File: config.mk
export PLATFORM = sky130hd
export DESIGN_NAME = fdc_host_regs
export DESIGN_NICKNAME = d
export VERILOG_FILES = /design/src/rtl/fdc_host_pkg.sv /design/src/rtl/fdc_addr_decode.sv /design/src/rtl/fdc_busy_timer.sv /design/src/rtl/fdc_xfer_ctrl.sv /design/src/rtl/fdc_host_regs.sv
export SDC_FILE = /design/constraint.sdc
export NUM_CORES = 1
export LEC_CHECK = 0
export BUFFER_PORTS_ARGS = -buffer_cell sky130_fd_sc_hd__buf_2
export CORE_MARGIN = 5
export CORE_UTILIZATION = 50
export DETAILED_ROUTE_END_ITERATION = 8
export PLACE_DENSITY = 0.73
export SLEW_MARGIN = 20
export SYNTH_ARGS = -nofsm -noshare
export SYNTH_HDL_FRONTEND = slang
export SYNTH_SLANG_ARGS = --single-unit
File: constraint.sdc
create_clock -name clk -period 2.15 [get_ports clk]
set_input_delay 0.215 -clock clk [delete_from_list [all_inputs] [get_ports clk]]
set_output_delay 0.215 -clock clk [all_outputs]
set_load 0.1 [all_outputs]
File: src/rtl/fdc_host_pkg.sv
// Shared types for the floppy controller host register window.
// Assumes: command class is decided purely by the high nibble of the command byte.
package fdc_host_pkg;

    typedef enum logic [1:0] {
        DIR_NONE = 2'd0,
        DIR_IN   = 2'd1,
        DIR_OUT  = 2'd2
    } xfer_dir_t;

    typedef enum logic [2:0] {
        CT_NONE = 3'd0,
        CT_T1   = 3'd1,
        CT_T2   = 3'd2,
        CT_T3   = 3'd3,
        CT_T4   = 3'd4
    } cmd_type_t;

    localparam logic [3:0] OP_RESTORE   = 4'h0;
    localparam logic [3:0] OP_FORCE_INT = 4'hD;

    // Map a command nibble to its class.
    function automatic cmd_type_t classify(input logic [3:0] op);
        cmd_type_t t;
        if (op[3] == 1'b0)         t = CT_T1;
        else if (op[2] == 1'b0)    t = CT_T2;
        else if (op == OP_FORCE_INT) t = CT_T4;
        else                       t = CT_T3;
        return t;
    endfunction

endpackage

File: src/rtl/fdc_addr_decode.sv
// Address window decode: claims an aligned eight-byte window at BASE and
// turns the read and write strobes into one strobe per register offset.
// Assumes: BASE is aligned to eight bytes; offsets NUM_REGS..7 have no register.
module fdc_addr_decode #(
    parameter int ADDR_W   = 16,
    parameter logic [ADDR_W-1:0] BASE = 16'h0FF8,
    parameter int NUM_REGS = 4
) (
    input  logic [ADDR_W-1:0]   addr,
    input  logic                wr_en,
    input  logic                rd_en,
    output logic                hit,
    output logic [NUM_REGS-1:0] wr_stb,
    output logic [NUM_REGS-1:0] rd_stb
);
    localparam int OFS_W = 3;

    // Window match on everything above the offset bits.
    always_comb hit = (addr[ADDR_W-1:OFS_W] == BASE[ADDR_W-1:OFS_W]);

    // One strobe pair per register offset.
    for (genvar g = 0; g < NUM_REGS; g++) begin : g_stb
        assign wr_stb[g] = wr_en && hit && (addr[OFS_W-1:0] == OFS_W'(g));
        assign rd_stb[g] = rd_en && hit && (addr[OFS_W-1:0] == OFS_W'(g));
    end

endmodule

File: src/rtl/fdc_busy_timer.sv
// Busy countdown: a load sets the count, and the count then falls by one each cycle.
// Busy is high while the count is non-zero. A load of zero cancels at once.
// Assumes: load and its value come from the same command write.
module fdc_busy_timer #(
    parameter int CNT_W = 16
) (
    input  logic             clk,
    input  logic             rst_n,
    input  logic             load,
    input  logic [CNT_W-1:0] load_val,
    output logic             busy,
    output logic             expire
);
    logic [CNT_W-1:0] cnt_q;

    // Count register: load has priority over the decrement.
    always_ff @(posedge clk) begin
        if (!rst_n)             cnt_q <= '0;
        else if (load)          cnt_q <= load_val;
        else if (cnt_q != '0)   cnt_q <= cnt_q - CNT_W'(1);
    end

    // Busy level and the last-cycle marker of an unbroken countdown.
    always_comb begin
        busy   = (cnt_q != '0);
        expire = (cnt_q == CNT_W'(1)) && !load;
    end

    // an undisturbed countdown falls by exactly one per cycle
    p_busy_count_r3: assert property (@(posedge clk) disable iff (!rst_n)
        (busy && !load) |=> (cnt_q == $past(cnt_q) - CNT_W'(1)));

    // a zero load ends busy on the next cycle
    p_cancel_r7: assert property (@(posedge clk) disable iff (!rst_n)
        (load && load_val == '0) |=> !busy);

endmodule

File: src/rtl/fdc_xfer_ctrl.sv
// Transfer direction and DMA-ready control. It tracks the open direction and
// counts bytes within a sector. It raises the request when busy expires with a
// direction open, and drops it on an explicit drop or at the end of the sector.
// Assumes: a start and a cancel can arrive together; the start wins.
module fdc_xfer_ctrl
    import fdc_host_pkg::*;
#(
    parameter int SECTOR_BYTES = 256
) (
    input  logic      clk,
    input  logic      rst_n,
    input  logic      start_in,
    input  logic      start_out,
    input  logic      cancel,
    input  logic      drop_req,
    input  logic      expire,
    input  logic      data_rd,
    input  logic      data_wr,
    output xfer_dir_t dir,
    output logic      dma_req,
    output logic      media_rd,
    output logic      media_wr
);
    localparam int IDX_W = (SECTOR_BYTES > 1) ? $clog2(SECTOR_BYTES) : 1;
    localparam logic [IDX_W-1:0] LAST = IDX_W'(SECTOR_BYTES - 1);

    xfer_dir_t        dir_q;
    logic [IDX_W-1:0] idx_q;
    logic             dma_q;
    logic             step;
    logic             sector_end;

    // Byte handshake with the media stub and end-of-sector detection.
    always_comb begin
        media_rd   = data_rd && (dir_q == DIR_IN);
        media_wr   = data_wr && (dir_q == DIR_OUT);
        step       = media_rd || media_wr;
        sector_end = step && (idx_q == LAST);
    end

    // Direction and byte index: start, then cancel, then byte stepping.
    always_ff @(posedge clk) begin
        if (!rst_n) begin
            dir_q <= DIR_NONE;
            idx_q <= '0;
        end else if (start_in || start_out) begin
            dir_q <= start_in ? DIR_IN : DIR_OUT;
            idx_q <= '0;
        end else if (cancel) begin
            dir_q <= DIR_NONE;
            idx_q <= '0;
        end else if (sector_end) begin
            dir_q <= DIR_NONE;
            idx_q <= '0;
        end else if (step) begin
            idx_q <= idx_q + IDX_W'(1);
        end
    end

    // DMA-ready request: drops win over the raise on expiry.
    always_ff @(posedge clk) begin
        if (!rst_n)                            dma_q <= 1'b0;
        else if (drop_req || sector_end)       dma_q <= 1'b0;
        else if (expire && dir_q != DIR_NONE)  dma_q <= 1'b1;
    end

    assign dir     = dir_q;
    assign dma_req = dma_q;

    // the request only rises from an expiry with a direction open
    p_dma_rise_r5: assert property (@(posedge clk) disable iff (!rst_n)
        $rose(dma_req) |-> $past(expire && dir_q != DIR_NONE));

    // the last byte of a sector closes the direction and drops the request
    p_sector_end_r9: assert property (@(posedge clk) disable iff (!rst_n)
        (sector_end && !start_in && !start_out) |=> (dir_q == DIR_NONE && !dma_req));

    // a cancelling command closes the direction
    p_cancel_dir_r3: assert property (@(posedge clk) disable iff (!rst_n)
        (cancel && !start_in && !start_out) |=> (dir_q == DIR_NONE));

endmodule

File: src/rtl/fdc_host_regs.sv
// Host register window of a floppy controller. Offsets: 0 command (write) and
// status (read), 1 track, 2 sector, 3 data. Commands are classified, start a
// busy countdown, and sector commands open a transfer direction toward the media stub.
// Assumes: each access is a single-cycle strobe; rdata is valid during rd_en.
module fdc_host_regs
    import fdc_host_pkg::*;
#(
    parameter int ADDR_W       = 16,
    parameter logic [ADDR_W-1:0] BASE = 16'h0FF8,
    parameter int CNT_W        = 16,
    parameter int BUSY_CMD     = 20,
    parameter int BUSY_XFER    = 500,
    parameter int SECTOR_BYTES = 256
) (
    input  logic              clk,
    input  logic              rst_n,
    input  logic [ADDR_W-1:0] addr,
    input  logic              wr_en,
    input  logic              rd_en,
    input  logic [7:0]        wdata,
    output logic [7:0]        rdata,
    input  logic [7:0]        media_rdata,
    input  logic [5:0]        media_flags,
    output logic              media_rd,
    output logic              media_wr,
    output logic              dma_req,
    output logic              busy,
    output logic              motor_on,
    output logic [2:0]        cmd_type
);
    localparam int NUM_REGS = 4;
    localparam logic [CNT_W-1:0] LD_CMD  = CNT_W'(BUSY_CMD);
    localparam logic [CNT_W-1:0] LD_XFER = CNT_W'(BUSY_XFER);

    logic                hit;
    logic [NUM_REGS-1:0] wr_stb;
    logic [NUM_REGS-1:0] rd_stb;
    logic                cmd_wr;
    logic [3:0]          op;
    cmd_type_t           op_cls;
    logic                is_force;
    logic                is_sector;
    logic                is_restore;
    logic [CNT_W-1:0]    tmr_val;
    logic                expire;
    logic                drq;
    logic                drop_req;
    xfer_dir_t           dir;

    logic [7:0]          track_q;
    logic [7:0]          sector_q;
    logic [7:0]          data_q;
    logic [5:0]          stat_q;
    logic                motor_q;
    cmd_type_t           cls_q;

    fdc_addr_decode #(
        .ADDR_W  (ADDR_W),
        .BASE    (BASE),
        .NUM_REGS(NUM_REGS)
    ) u_dec (
        .addr  (addr),
        .wr_en (wr_en),
        .rd_en (rd_en),
        .hit   (hit),
        .wr_stb(wr_stb),
        .rd_stb(rd_stb)
    );

    // Command decode for the byte being written.
    always_comb begin
        cmd_wr     = wr_stb[0];
        op         = wdata[7:4];
        op_cls     = classify(op);
        is_force   = cmd_wr && (op == OP_FORCE_INT);
        is_sector  = cmd_wr && (op_cls == CT_T2);
        is_restore = cmd_wr && (op == OP_RESTORE);
        tmr_val    = is_force ? '0 : (is_sector ? LD_XFER : LD_CMD);
    end

    fdc_busy_timer #(
        .CNT_W(CNT_W)
    ) u_tmr (
        .clk     (clk),
        .rst_n   (rst_n),
        .load    (cmd_wr),
        .load_val(tmr_val),
        .busy    (busy),
        .expire  (expire)
    );

    // Data request bit and the request drop on a status read that shows it clear.
    always_comb begin
        drq      = (dir != DIR_NONE);
        drop_req = is_force || (rd_stb[0] && !drq);
    end

    fdc_xfer_ctrl #(
        .SECTOR_BYTES(SECTOR_BYTES)
    ) u_xfer (
        .clk      (clk),
        .rst_n    (rst_n),
        .start_in (is_sector && !op[1]),
        .start_out(is_sector && op[1]),
        .cancel   (cmd_wr),
        .drop_req (drop_req),
        .expire   (expire),
        .data_rd  (rd_stb[3]),
        .data_wr  (wr_stb[3]),
        .dir      (dir),
        .dma_req  (dma_req),
        .media_rd (media_rd),
        .media_wr (media_wr)
    );

    // Command side effects: class, status flags and motor.
    always_ff @(posedge clk) begin
        if (!rst_n) begin
            cls_q   <= CT_NONE;
            stat_q  <= '0;
            motor_q <= 1'b0;
        end else if (cmd_wr) begin
            cls_q <= op_cls;
            if (is_force)        stat_q <= '0;
            else if (is_sector)  stat_q <= media_flags;
            if (is_restore)      motor_q <= 1'b1;
        end
    end

    // Track and sector registers; restore zeroes the track.
    always_ff @(posedge clk) begin
        if (!rst_n) begin
            track_q  <= '0;
            sector_q <= '0;
        end else begin
            if (is_restore)     track_q <= '0;
            else if (wr_stb[1]) track_q <= wdata;
            if (wr_stb[2])      sector_q <= wdata;
        end
    end

    // Data register: holds the last byte written or consumed from the media.
    always_ff @(posedge clk) begin
        if (!rst_n)        data_q <= '0;
        else if (wr_stb[3]) data_q <= wdata;
        else if (media_rd)  data_q <= media_rdata;
    end

    // Read multiplexer; unclaimed reads float high.
    always_comb begin
        unique case (1'b1)
            rd_stb[0]: rdata = {stat_q, drq, busy};
            rd_stb[1]: rdata = track_q;
            rd_stb[2]: rdata = sector_q;
            rd_stb[3]: rdata = (dir == DIR_IN) ? media_rdata : data_q;
            default:   rdata = 8'hFF;
        endcase
    end

    assign motor_on = motor_q;
    assign cmd_type = cls_q;

    // reads outside the window return all ones
    p_outside_ff_r1: assert property (@(posedge clk) disable iff (!rst_n)
        (rd_en && !hit) |-> (rdata == 8'hFF));

    // restore leaves track zero and the motor on
    p_restore_r6: assert property (@(posedge clk) disable iff (!rst_n)
        is_restore |=> (track_q == 8'h00 && motor_on));

    // force interrupt clears busy, status and the request
    p_force_r7: assert property (@(posedge clk) disable iff (!rst_n)
        is_force |=> (!busy && !dma_req && stat_q == '0));

    // a status read with drq clear leaves the request low
    p_stat_drop_r8: assert property (@(posedge clk) disable iff (!rst_n)
        (rd_stb[0] && !drq) |=> !dma_req);

endmodule

Word level (Yosys, flattened, before mapping)
Cells that the tools add are included.

operators by class
  equality and inequality tests = 10
  multiplexer cells = 17
  reduce and logical (&&, ||, !) cells = 41
  add/subtract/negate cells = 2
  bitwise logic cells = 1

operators by type and width
  kind                                                  number
  2-to-1 mux 16 bit                                     2
  case mux 8 bit (4 select lines)                       1
  2-to-1 mux 8 bit                                      3
  logical AND 1 bit                                     21
  2-to-1 mux 9 bit                                      2
  equality test 16 x 1 -> 1 bit, second input constant  1
  nonzero test 16 bit                                   1
  subtractor 16 x 1 -> 16 bit, second input constant    1
  equality test 13 x 9 -> 1 bit, second input constant  1
  2-to-1 mux 6 bit                                      2
  equality test 3 x 2 -> 1 bit, second input constant   3
  2-to-1 mux 3 bit                                      3
  adder 8 x 1 -> 8 bit, second input constant           1
  equality test 8 bit, second input constant            1
  2-to-1 mux 2 bit                                      4
  nonzero test 2 bit                                    4
  equality test 4 bit, second input constant            1
  logical NOT 4 bit                                     1
  logical OR 1 bit                                      4
  AND reduction 2 bit                                   2
  OR reduction 2 bit                                    2
  OR reduction 4 bit                                    1
  equality test 3 x 1 -> 1 bit, second input constant   1
  logical NOT 1 bit                                     3
  other kinds (5)                                       5

storage, ports and cells
  bits of input ports = 42
  flip-flop bits (word level) = 61
  output and inout port bits = 16

Depth between registers and ports, before layout
Gate-level depths: netlist of run 1.

  depth in word-level cells = 9
  gate-level depth with buffers = 7

Hierarchy
Synthesis of run 1 repeated with hierarchy kept, for this count alone.

second synthesis, totals
  cell total of the unflattened synthesis = 378
  area, all modules = 3347.0 um^2

by module, submodules not included
  module           seq. area each (um^2)  cells each  area an instance (um^2)  times used
  fdc_host_regs    680.7                  173         1664.1                   1
  fdc_busy_timer   320.3                  118         939.7                    1
  fdc_xfer_ctrl    220.2                  65          585.6                    1
  fdc_addr_decode  0.0                    22          157.7                    1

Least setup slack after synthesis of run 1
Ideal clock, no wire load.

  path type = reg2out
  start point = register u_tmr.cnt_q[0]
  end point = output rdata[0]
  slack = -1.698 ns
  stages on the path, launching flop included = 8
  data required time = 1.935 ns
  arrival time = 3.633 ns
  cells stage by stage = dfxtp_1 inv_1 ha_1 nand2_1 or4_1 clkbuf_1 mux2i_1 o211ai_1

between the ends
  word-level cells in the longest chain between the ends = 2

RTL lines
  item                             RTL line              text
  from (decl)                      fdc_busy_timer.sv:14  logic [CNT_W-1:0] cnt_q;
  from (signal assigned)           fdc_busy_timer.sv:19  else if (load) cnt_q <= load_val;
  from (signal assigned)           fdc_busy_timer.sv:20  else if (cnt_q != '0) cnt_q <= cnt_q - CNT_W'(1);
  nonzero test 16 bit              fdc_busy_timer.sv:25  busy = (cnt_q != '0);
  named net busy                   fdc_host_regs.sv:27   output logic busy,
  case mux 8 bit (4 select lines)  fdc_host_regs.sv:151  unique case (1'b1)
  to (decl)                        fdc_host_regs.sv:21   output logic [7:0] rdata,

The timed path passes the listed nets, and every way through them passes these cells.

Final worst setup path of run 1
  start point = register u_tmr.cnt_q[4]
  end point = output rdata[0]

between the ends
  word-level cells in the longest chain between the ends = 2

RTL lines
  item                             RTL line
  nonzero test 16 bit              fdc_busy_timer.sv:25
  case mux 8 bit (4 select lines)  fdc_host_regs.sv:151

No other way between the ends.

==> results of run 1 <==
worst register-to-register path, stage by stage, from the launching register on:
cell and delay (ns):
dfxtp_1 0.31, or4_4 0.53, or4_4 0.53, buf_4 0.15, buf_8 0.13, a211oi_1 0.22
per-stage QoR:
step | power, mW | utilization | hold slack (ns) | instance area, sq um
after floorplan | 2.39 | - | 0.330 | 3310
after global placement | 2.77 | 0.676 | 0.445 | 4050
after detailed placement | 2.80 | 0.676 | 0.459 | 4050
after CTS | 3.95 | 0.717 | 0.105 | 4300
after global routing | 4.17 | 0.717 | 0.126 | 4300
final | 3.95 | 0.717 | 0.120 | 4300
flip-flops by register name, summed over array words and instances, names as in the netlist:
signal / count
motor_on: 1
u_xfer.idx_q: 8
cmd_type: 3
u_xfer.dir: 2
track_q: 8
u_xfer.dma_req: 1
data_q: 8
stat_q: 6
sector_q: 8
u_tmr.cnt_q: 16
area by class of cell:
cell class,count,share of cell area
clock buffers,9,0.0288
clock inverters,7,0.0175
multi-input cells,280,0.464
inverters,8,0.00699
repair buffers,91,0.176
flip-flops and latches,61,0.285
well taps,75,0.0218
where the power goes:
| group | internal [mW] | total, mW | switching, mW |
|---|---|---|---|
| sequential | 1.27 | 1.38 | 0.110 |
| combinational | 0.720 | 1.54 | 0.825 |
| clock | 0.540 | 1.03 | 0.491 |
logic make-up after synthesis:
group                      after synthesis  share of synthesized area
and+or+nand+nor                        153                      0.266
AOI/OAI and AO/OA                       78                      0.160
muxes                                   33                      0.106
adders and majority gates                4                     0.0161
buffers and inverters                   19                     0.0253
xor gates and xnor gates                12                     0.0338
DFF                                     61                      0.393
layout by cell type, fill, tap and decap left out, types with 19 or more instances in the layout:
cell     instances
a21oi_1         19
buf_2           46
buf_4           29
dfxtp_1         58
mux2i_1         33
nand2_1         36
nor2_1          37
timing repair:
item	CTS	global route
gates cloned	0	0
gates resized for setup	9	1
setup buffers	1	0
setup endpoints to repair	2	9
pin swaps	2	1
worst paths after layout:
check,startpoint,end,depth (start not counted)
min,media_flags[3],stat_q[3]$_SDFFE_PN0P_,3
min reg2reg,u_tmr.cnt_q[11]$_SDFFE_PN0P_,u_tmr.cnt_q[11]$_SDFFE_PN0P_,2
max reg2reg,u_tmr.cnt_q[4]$_SDFFE_PN0P_,u_tmr.cnt_q[1]$_SDFFE_PN0P_,5
max,u_tmr.cnt_q[4]$_SDFFE_PN0P_,rdata[0],5
layer usage:
layer	part of all wire	vias to the layer above	GRT usage	wire length, um
met5	0	-	0	0
met4	0.019	0	0.106	155
met3	0.058	11	0.0400	486
met2	0.46	91	0.341	3840
met1	0.46	1425	0.310	3890
li1	-	1518	-	-
==> run metrics, run 1 <==
IO buf count=57; layout cell share with drive strength beyond 1=0.294; dpl ws=-0.0305 ns; predominant post-synthesis flop cell=dfxtp_1; GRT Total Usage=0.225; antenna cells=0; post-synth cell types=47; DR iter-0 viols=186; area of the mapped netlist=3110 sq um; largest net degree at the start of global routing=26; Crit Path Category=register to output port; first-pass GRT wire length=13700 um; # IOs=58; register area=1220 sq um; CTS Sinks=between 60 and 70; DR vias=a little over 3000; Min-Delay Path Class=input pin to register; crit-path leading delay family=simple AND/OR/NAND/NOR gates; count leader, synth=dfxtp_1; RSZ-0062 raised after global routing=yes; GRT overflow=0; synthesis-stage register bit count=61; number of global-route vias before repair=a little under 3000; slowest CP cell=or4_4; endpoints failing setup=2; final hold violation count=0; Crit path top cell by count=or4_4; Tmin final=2.43 ns; Yosys top cell by area=dfxtp_1; die height=approximately 89 um; Final Non-Filler Cells=roughly 530; Power per Cell Area=920 nW/um^2; TritonRoute pass-1 iters=5; synth top area cells=dfxtp_1 39%, mux2i_1 11%, nand2_1 4.6%; Final HPWL DP=6330 um; Max Clock Skew=0.00880 ns; Avg WL per Cell=about 16 um; initial antenna violation count=0; Syn Inst Count=360; status=complete, but fails checks; max cap viols=0; area share of the largest cell type after synthesis=0.393; Post-synth EDFFs=0; Peak VDD IR=about 1.0 mV; clk buf depth=2; dpl cells=514; DRT antenna net count=0; setup TNS=-0.505 ns; area of the multi-input gates=~2000 sq um; Tcrit/Tclk final=1.13; clock slew at reported path FFs=0.07 ns; fmax=411 MHz; Startpoint Class=register; total wire length=8370 um; CTS tree=yes; chip width=88.9 um; total CTS buffers=9; register area share after synthesis=0.393; worst-margin pin slew=0.557 ns; Mapped Nets=around 400; Yosys warning total=0; die area=7900 sq um; Leak=1.63 nW; Clock Latency Late Sink=0.35 ns; clk root buf=clkbuf_8; Worst slew margin=0.619; Final Slew Violations=0; Core Rows=28; GPL Wtd Cong=0.872; level count of the clock H-tree=3; CP arrival=2.22 ns; Async S/R FF share, synth=0; fin nets=497; CORE AREA=5990 sq um; Initial Utilization=0.519; Worst setup EP type=output port; Filler cells=462; DRC=0; syn_area_per_cell=8.64 sq um; CP Max Fanout=2; crit-path cells=or4_4 -> or4_4 -> mux2i_1 -> o211ai_1 -> buf_6; Synth top cells by count=61 x dfxtp_1, 38 x nand2_1, 37 x nor2_1; register-to-register setup slack=0.19 ns; vias per cell=5.73; Crit path largest cell delay=0.53 ns; failing checks=negative setup slack; Synth-to-Final Area Change=38.1%; Final Worst Setup Slack=-0.280 ns; CP Buf/Inv Count=1; required time worst endpoint=1.93 ns; cts hold-fix bufs=0
(Power assumes the default switching activity.)
==> run 2, diff against run 1 <==
--- a/config.mk
+++ b/config.mk
@@ -7,9 +7,9 @@
 export LEC_CHECK = 0
 export BUFFER_PORTS_ARGS = -buffer_cell sky130_fd_sc_hd__buf_2
 export CORE_MARGIN = 5
-export CORE_UTILIZATION = 50
+export CORE_UTILIZATION = 55
 export DETAILED_ROUTE_END_ITERATION = 8
-export PLACE_DENSITY = 0.73
+export PLACE_DENSITY_LB_ADDON = 0.15
 export SLEW_MARGIN = 20
 export SYNTH_ARGS = -nofsm -noshare
 export SYNTH_HDL_FRONTEND = slang
==> constraint.sdc (replaced) <==
create_clock -name clk -period 2.24 [get_ports clk]
set_input_delay 0.224 -clock clk [delete_from_list [all_inputs] [get_ports clk]]
set_output_delay 0.224 -clock clk [all_outputs]
set_load 0.1 [all_outputs]
==> run metrics, run 2 (synthesized netlist as in run 1, its figures left out) <==
TritonRoute pass-1 iters=6 (was 5); Hold Path Stages=3 (unchanged); clock slew at reported path FFs=0.06 ns (was 0.07 ns); setup TNS=-0.540 ns (was -0.505 ns); DR iter-0 viols=240 (was 186); crit-path cells=or4_4 -> or4_4 -> mux2i_2 -> o211ai_1 -> buf_6 (was or4_4 -> or4_4 -> mux2i_1 -> o211ai_1 -> buf_6); most common cell after layout, fill and taps aside=dfxtp_1 (unchanged); GRT overflow=0 (unchanged); Initial Utilization=0.565 (was 0.519); CP Buf/Inv Count=1 (unchanged); slowest CP cell=or4_4 (unchanged); max cap viols=0 (unchanged); number of global-route vias before repair=2901 (was 2951); failing checks=negative setup slack (unchanged); die height=85.2 um (was 88.9 um); Biggest register=u_tmr.cnt_q (unchanged); Tot Pwr=3.86 mW (was 3.95 mW); r2r startpoint=u_tmr.cnt_q[3]$_SDFFE_PN0P_ (was u_tmr.cnt_q[4]$_SDFFE_PN0P_); CTS Sinks=61 (unchanged); cts hold-fix bufs=0 (unchanged); CP Max Fanout=2 (unchanged); # IOs=58 (unchanged); Tmin final=2.51 ns; fin nets=495 (was 497); Power per Cell Area=901 nW/um^2 (was 920 nW/um^2); DRT antenna net count=0 (unchanged); largest net degree at the start of global routing=31 (was 26); max reg flops=16 (unchanged); DR vias=3082 (was 3045); GPL Wtd Cong=0.873 (was 0.872); Synth-to-Final Area Change=37.8% (was 38.1%); Final Slew Violations=0 (unchanged); endpoints failing setup=2 (unchanged); Min-Delay Path Class=input pin to register (unchanged); status=complete, but fails checks (unchanged); Crit path top cell by count=or4_4 (unchanged); antenna cells=0 (unchanged); Avg WL per Cell=16.2 um (was 15.8 um); total CTS buffers=9 (unchanged); Tcrit/Tclk final=1.12; worst hold margin=0.141 ns (was 0.120 ns); crit-path leading delay family=simple AND/OR/NAND/NOR gates (unchanged); FF-to-FF path depth=6 (was 5); commonest cells after routing, fill and taps aside=58 x dfxtp_1, 46 x buf_2, 37 x nor2_1 (unchanged); chip width=85.2 um (was 88.9 um); hold path endpoint=stat_q[1]$_SDFFE_PN0P_ (was stat_q[3]$_SDFFE_PN0P_); first-pass GRT wire length=13800 um (was 13700 um); Startpoint Class=register (unchanged); GRT Total Usage=0.239 (was 0.225); register-to-register setup slack=0.11 ns (was 0.19 ns); Final Worst Setup Slack=-0.273 ns (was -0.280 ns); IO buf count=57 (unchanged); Crit Path Category=register to output port (unchanged); Final HPWL DP=6210 um (was 6330 um); required time worst endpoint=2.02 ns (was 1.93 ns); CORE AREA=5510 sq um (was 5990 sq um); final hold violation count=0 (unchanged); clk root buf=clkbuf_8 (unchanged); clk buf depth=2 (unchanged); level count of the clock H-tree=3 (unchanged); dpl cells=507 (was 514); worst-margin pin slew=0.514 ns (was 0.557 ns); Clock Latency Late Sink=0.34 ns (was 0.35 ns); Max Clock Skew=0.00659 ns (was 0.00880 ns); Reg2Reg Capture Point=u_tmr.cnt_q[1]$_SDFFE_PN0P_ (unchanged); Peak VDD IR=0.963 mV (was 1.02 mV); Final Non-Filler Cells=526 (was 531); Worst slew margin=0.649 (was 0.619); CTS tree=yes (unchanged); initial antenna violation count=0 (unchanged); vias per cell=5.86 (was 5.73); Worst Hold Launch=media_flags[1] (was media_flags[3]); RSZ-0062 raised after global routing=yes (unchanged); Core Rows=27 (was 28); DRC=0 (unchanged); Crit path largest cell delay=0.55 ns (was 0.53 ns); total wire length=8500 um (was 8370 um); die area=7260 sq um (was 7900 sq um); CP arrival=2.29 ns (was 2.22 ns); Leak=1.61 nW (was 1.63 nW); Worst setup EP type=output port (unchanged); fmax=398 MHz; layout cell share with drive strength beyond 1=0.291 (was 0.294)
-- run 2: worst max-delay path by stage --
stage | to | slack, ns | depth (start not counted) | from
finish | rdata[0] | -0.27 | 5 | u_tmr.cnt_q[3]$_SDFFE_PN0P_
global route | rdata[0] | -0.34 | 5 | u_tmr.cnt_q[3]$_SDFFE_PN0P_
CTS | rdata[0] | -0.27 | 5 | u_tmr.cnt_q[3]$_SDFFE_PN0P_
detailed placement | rdata[0] | 0.02 | 5 | u_tmr.cnt_q[4]$_SDFFE_PN0P_
global placement | rdata[0] | 0.04 | 5 | u_tmr.cnt_q[4]$_SDFFE_PN0P_
floorplan | rdata[0] | -0.52 | 7 | u_tmr.cnt_q[0]$_SDFFE_PN0P_
-- run 2: what timing repair did --
action	4_1_cts	5_1_grt
pin swaps	3	0
hold endpoints to repair	0	0
endpoints found under the setup margin	2	9
gates resized for setup	10	3
setup buffers	2	1
-- run 2: metal layers --
metal / GRT usage / share of wire
met5: 0 / 0
met4: 0.0950 / 0.018
met3: 0.0495 / 0.076
met2: 0.376 / 0.47
met1: 0.318 / 0.44
-- run 2: report_power, final --
group          internal (mW)  switching (mW)
logic                  0.694           0.801
registers               1.22           0.124
clock network          0.603           0.421
total                   2.51            1.35
-- run 2: layout make-up --
class / count / area [sq um]
Multi-Input combinational cell: 280 / 2000
Clock buffer: 13 / 169
Timing Repair Buffer: 89 / 731
Tap cell: 72 / 90.1
Fill cell: 383 / 1220
Clock inverter: 3 / 42.5
Inverter: 8 / 30.0
Sequential cell: 61 / 1220
-- run 2: metrics by stage --
stage	area, sq um	util	setup slack (ns)
after CTS	4270	0.775	-0.274
after global placement	4000	0.726	0.0407
final	4290	0.778	-0.273
after global routing	4290	0.778	-0.339
after detailed placement	4000	0.726	0.0246
after floorplan	3300	-	-0.521
-- run 2: worst register-to-register path, delay by kind of cell, from the launching register on --
kind	cells	cell delay, ns
AOI/OAI and AO/OA	1	0.25
buffers and inverters	3	0.39
DFF	1	0.31
and+or+nand+nor	2	1.08
==> run 3, diff against run 2 <==
==> constraint.sdc (replaced) <==
create_clock -name clk -period 3.1 [get_ports clk]
set_input_delay 0.31 -clock clk [delete_from_list [all_inputs] [get_ports clk]]
set_output_delay 0.31 -clock clk [all_outputs]
set_load 0.1 [all_outputs]
==> run metrics, run 3 (synthesized netlist as in run 1, its figures left out) <==
status=finished, final reports clean (was complete, but fails checks); Final HPWL DP=5730 um (was 6210 um); fin util=0.675 (was 0.778); commonest cells after routing, fill and taps aside=61 x dfxtp_1, 56 x buf_2, 38 x nand2_1 (was 58 x dfxtp_1, 46 x buf_2, 37 x nor2_1); clock slew at reported path FFs=0.07 ns (was 0.06 ns); most common cell after layout, fill and taps aside=dfxtp_1 (unchanged); DRC=0 (unchanged); fin nets=472 (was 495); final instance area=3720 sq um (was 4290 sq um); chip width=85.2 um (unchanged); largest net degree at the start of global routing=42 (was 31); GR peak layer=met2 (unchanged); Min-Delay Path Class=input pin to register (unchanged); Power per Cell Area=661 nW/um^2 (was 901 nW/um^2); number of global-route vias before repair=2808 (was 2901); r2r startpoint=u_tmr.cnt_q[2]$_SDFFE_PN0P_ (was u_tmr.cnt_q[3]$_SDFFE_PN0P_); die area=7260 sq um (unchanged); Max Clock Skew=0.00584 ns (was 0.00659 ns); required time worst endpoint=2.79 ns (was 2.02 ns); hold path endpoint=stat_q[2]$_SDFFE_PN0P_ (was stat_q[1]$_SDFFE_PN0P_); DR iter-0 viols=165 (was 240); Startpoint Class=register (unchanged); Tmin final=2.86 ns; final hold violation count=0 (unchanged); initial antenna violation count=0 (unchanged); Worst Hold Launch=media_flags[2] (was media_flags[1]); Placement Cell Area=3520 sq um (was 4000 sq um); Final Worst Setup Slack=0.242 ns (was -0.273 ns); die height=85.2 um (unchanged); Hold Path Stages=3 (unchanged); clk buf depth=2 (unchanged); GR met2 Demand/Resource=0.342 (was 0.376); Worst setup EP type=output port (unchanged); level count of the clock H-tree=3 (unchanged); Worst slew margin=0.496 (was 0.649); CORE AREA=5510 sq um (unchanged); max cap viols=0 (unchanged); setup repair bufs after CTS=0 (was 2); dpl cells=487 (was 507); Core Rows=27 (unchanged); RSZ-0062 raised after global routing=no (was yes); IO buf count=57 (unchanged); Global Route met1 Usage=0.301 (was 0.318); register-to-register setup slack=0.94 ns (was 0.11 ns); TritonRoute pass-1 iters=5 (was 6); met3 Use GR=0.0602 (was 0.0495); fmax=about 350 MHz; total CTS buffers=9 (unchanged); Tot Pwr=2.46 mW (was 3.86 mW); Reg2Reg Capture Point=u_tmr.cnt_q[0]$_SDFFE_PN0P_ (was u_tmr.cnt_q[1]$_SDFFE_PN0P_); layout cell share with drive strength beyond 1=0.209 (was 0.291); endpoints failing setup=0 (was 2); cts hold-fix bufs=0 (unchanged); # IOs=58 (unchanged); CP arrival=2.55 ns (was 2.29 ns); clk root buf=clkbuf_8 (unchanged); first-pass GRT wire length=13100 um (was 13800 um); Biggest register=u_tmr.cnt_q (unchanged); Leak=1.37 nW (was 1.61 nW); Initial Utilization=0.565 (unchanged); DR vias=2867 (was 3082); antenna cells=0 (unchanged); FF-to-FF path depth=5 (was 6); CTS tree=yes (unchanged); dpl ws=0.343 ns (was 0.0246 ns); worst-margin pin slew=0.751 ns (was 0.514 ns); Synth-to-Final Area Change=19.5% (was 37.8%); total wire length=7810 um (was 8500 um); Crit Path Category=register to output port (unchanged); max reg flops=16 (unchanged); Peak VDD IR=0.690 mV (was 0.963 mV); GPL Wtd Cong=0.823 (was 0.873); Avg WL per Cell=15.5 um (was 16.2 um); DRT antenna net count=0 (unchanged); Final Non-Filler Cells=503 (was 526); Final Slew Violations=0 (unchanged); CTS Sinks=61 (unchanged); GRT Total Usage=0.222 (was 0.239); vias per cell=5.70 (was 5.86); Clock Latency Late Sink=0.34 ns (about the same); GRT overflow=0 (unchanged); PostCTS Resize Cnt=0 (was 10); CP Max Fanout=6 (was 2); Tcrit/Tclk final=0.922
-- run 3: changes by cell type in the layout (fill, tap and decap cells not counted), sizes merged --
| cell | delta |
|---|---|
| clkbuf | -4 |
| buf | -23 |
| clkinvlp | +2 |
| inv | +1 |
| clkinv | +1 |
-- run 3: cell type report --
type	count	area (sq um)
Multi-Input combinational cell	280	1810
Fill cell	468	1790
Timing Repair Buffer	66	368
Inverter	8	30.0
Sequential cell	61	1220
Clock buffer	9	124
Tap cell	72	90.1
Clock inverter	7	75.1
-- run 3: power breakdown --
part | switching [mW] | internal, mW
Combinational | 0.495 | 0.298
Clock | 0.331 | 0.373
Sequential | 0.0853 | 0.875
Total | 0.911 | 1.55
-- run 3: worst max path at each step --
stage | depth (start not counted) | to | start | slack [ns]
2_1_floorplan | 6 | rdata[1] | addr[13] | -0.08
3_3_place_gp | 7 | rdata[3] | addr[14] | 0.42
3_5_place_dp | 7 | rdata[7] | addr[14] | 0.34
4_1_cts | 5 | rdata[0] | u_tmr.cnt_q[2]$_SDFFE_PN0P_ | 0.24
5_1_grt | 6 | rdata[0] | u_tmr.cnt_q[12]$_SDFFE_PN0P_ | 0.03
6_report | 5 | rdata[0] | u_tmr.cnt_q[2]$_SDFFE_PN0P_ | 0.24
-- run 3: per-stage QoR --
stage	hold slack, ns	setup TNS, ns
floorplan	0.425	-0.540
global placement	0.448	0
detailed placement	0.456	0
CTS	0.210	0
global route	0.215	0
finish	0.226	0
-- run 3: metal layers --
layer,part of all wire,wire [um],up-vias
li1,-,-,1465
met1,0.47,3670,1301
met2,0.45,3550,91
met3,0.063,489,10
met4,0.013,105,0
met5,0,0,-
-- run 3: worst max-delay path: stages, from the launching register on --
cell and delay, ns:
dfxtp_1 0.36, or4_1 0.63, or4_1 0.63, mux2i_1 0.18, o211ai_1 0.12, buf_2 0.30
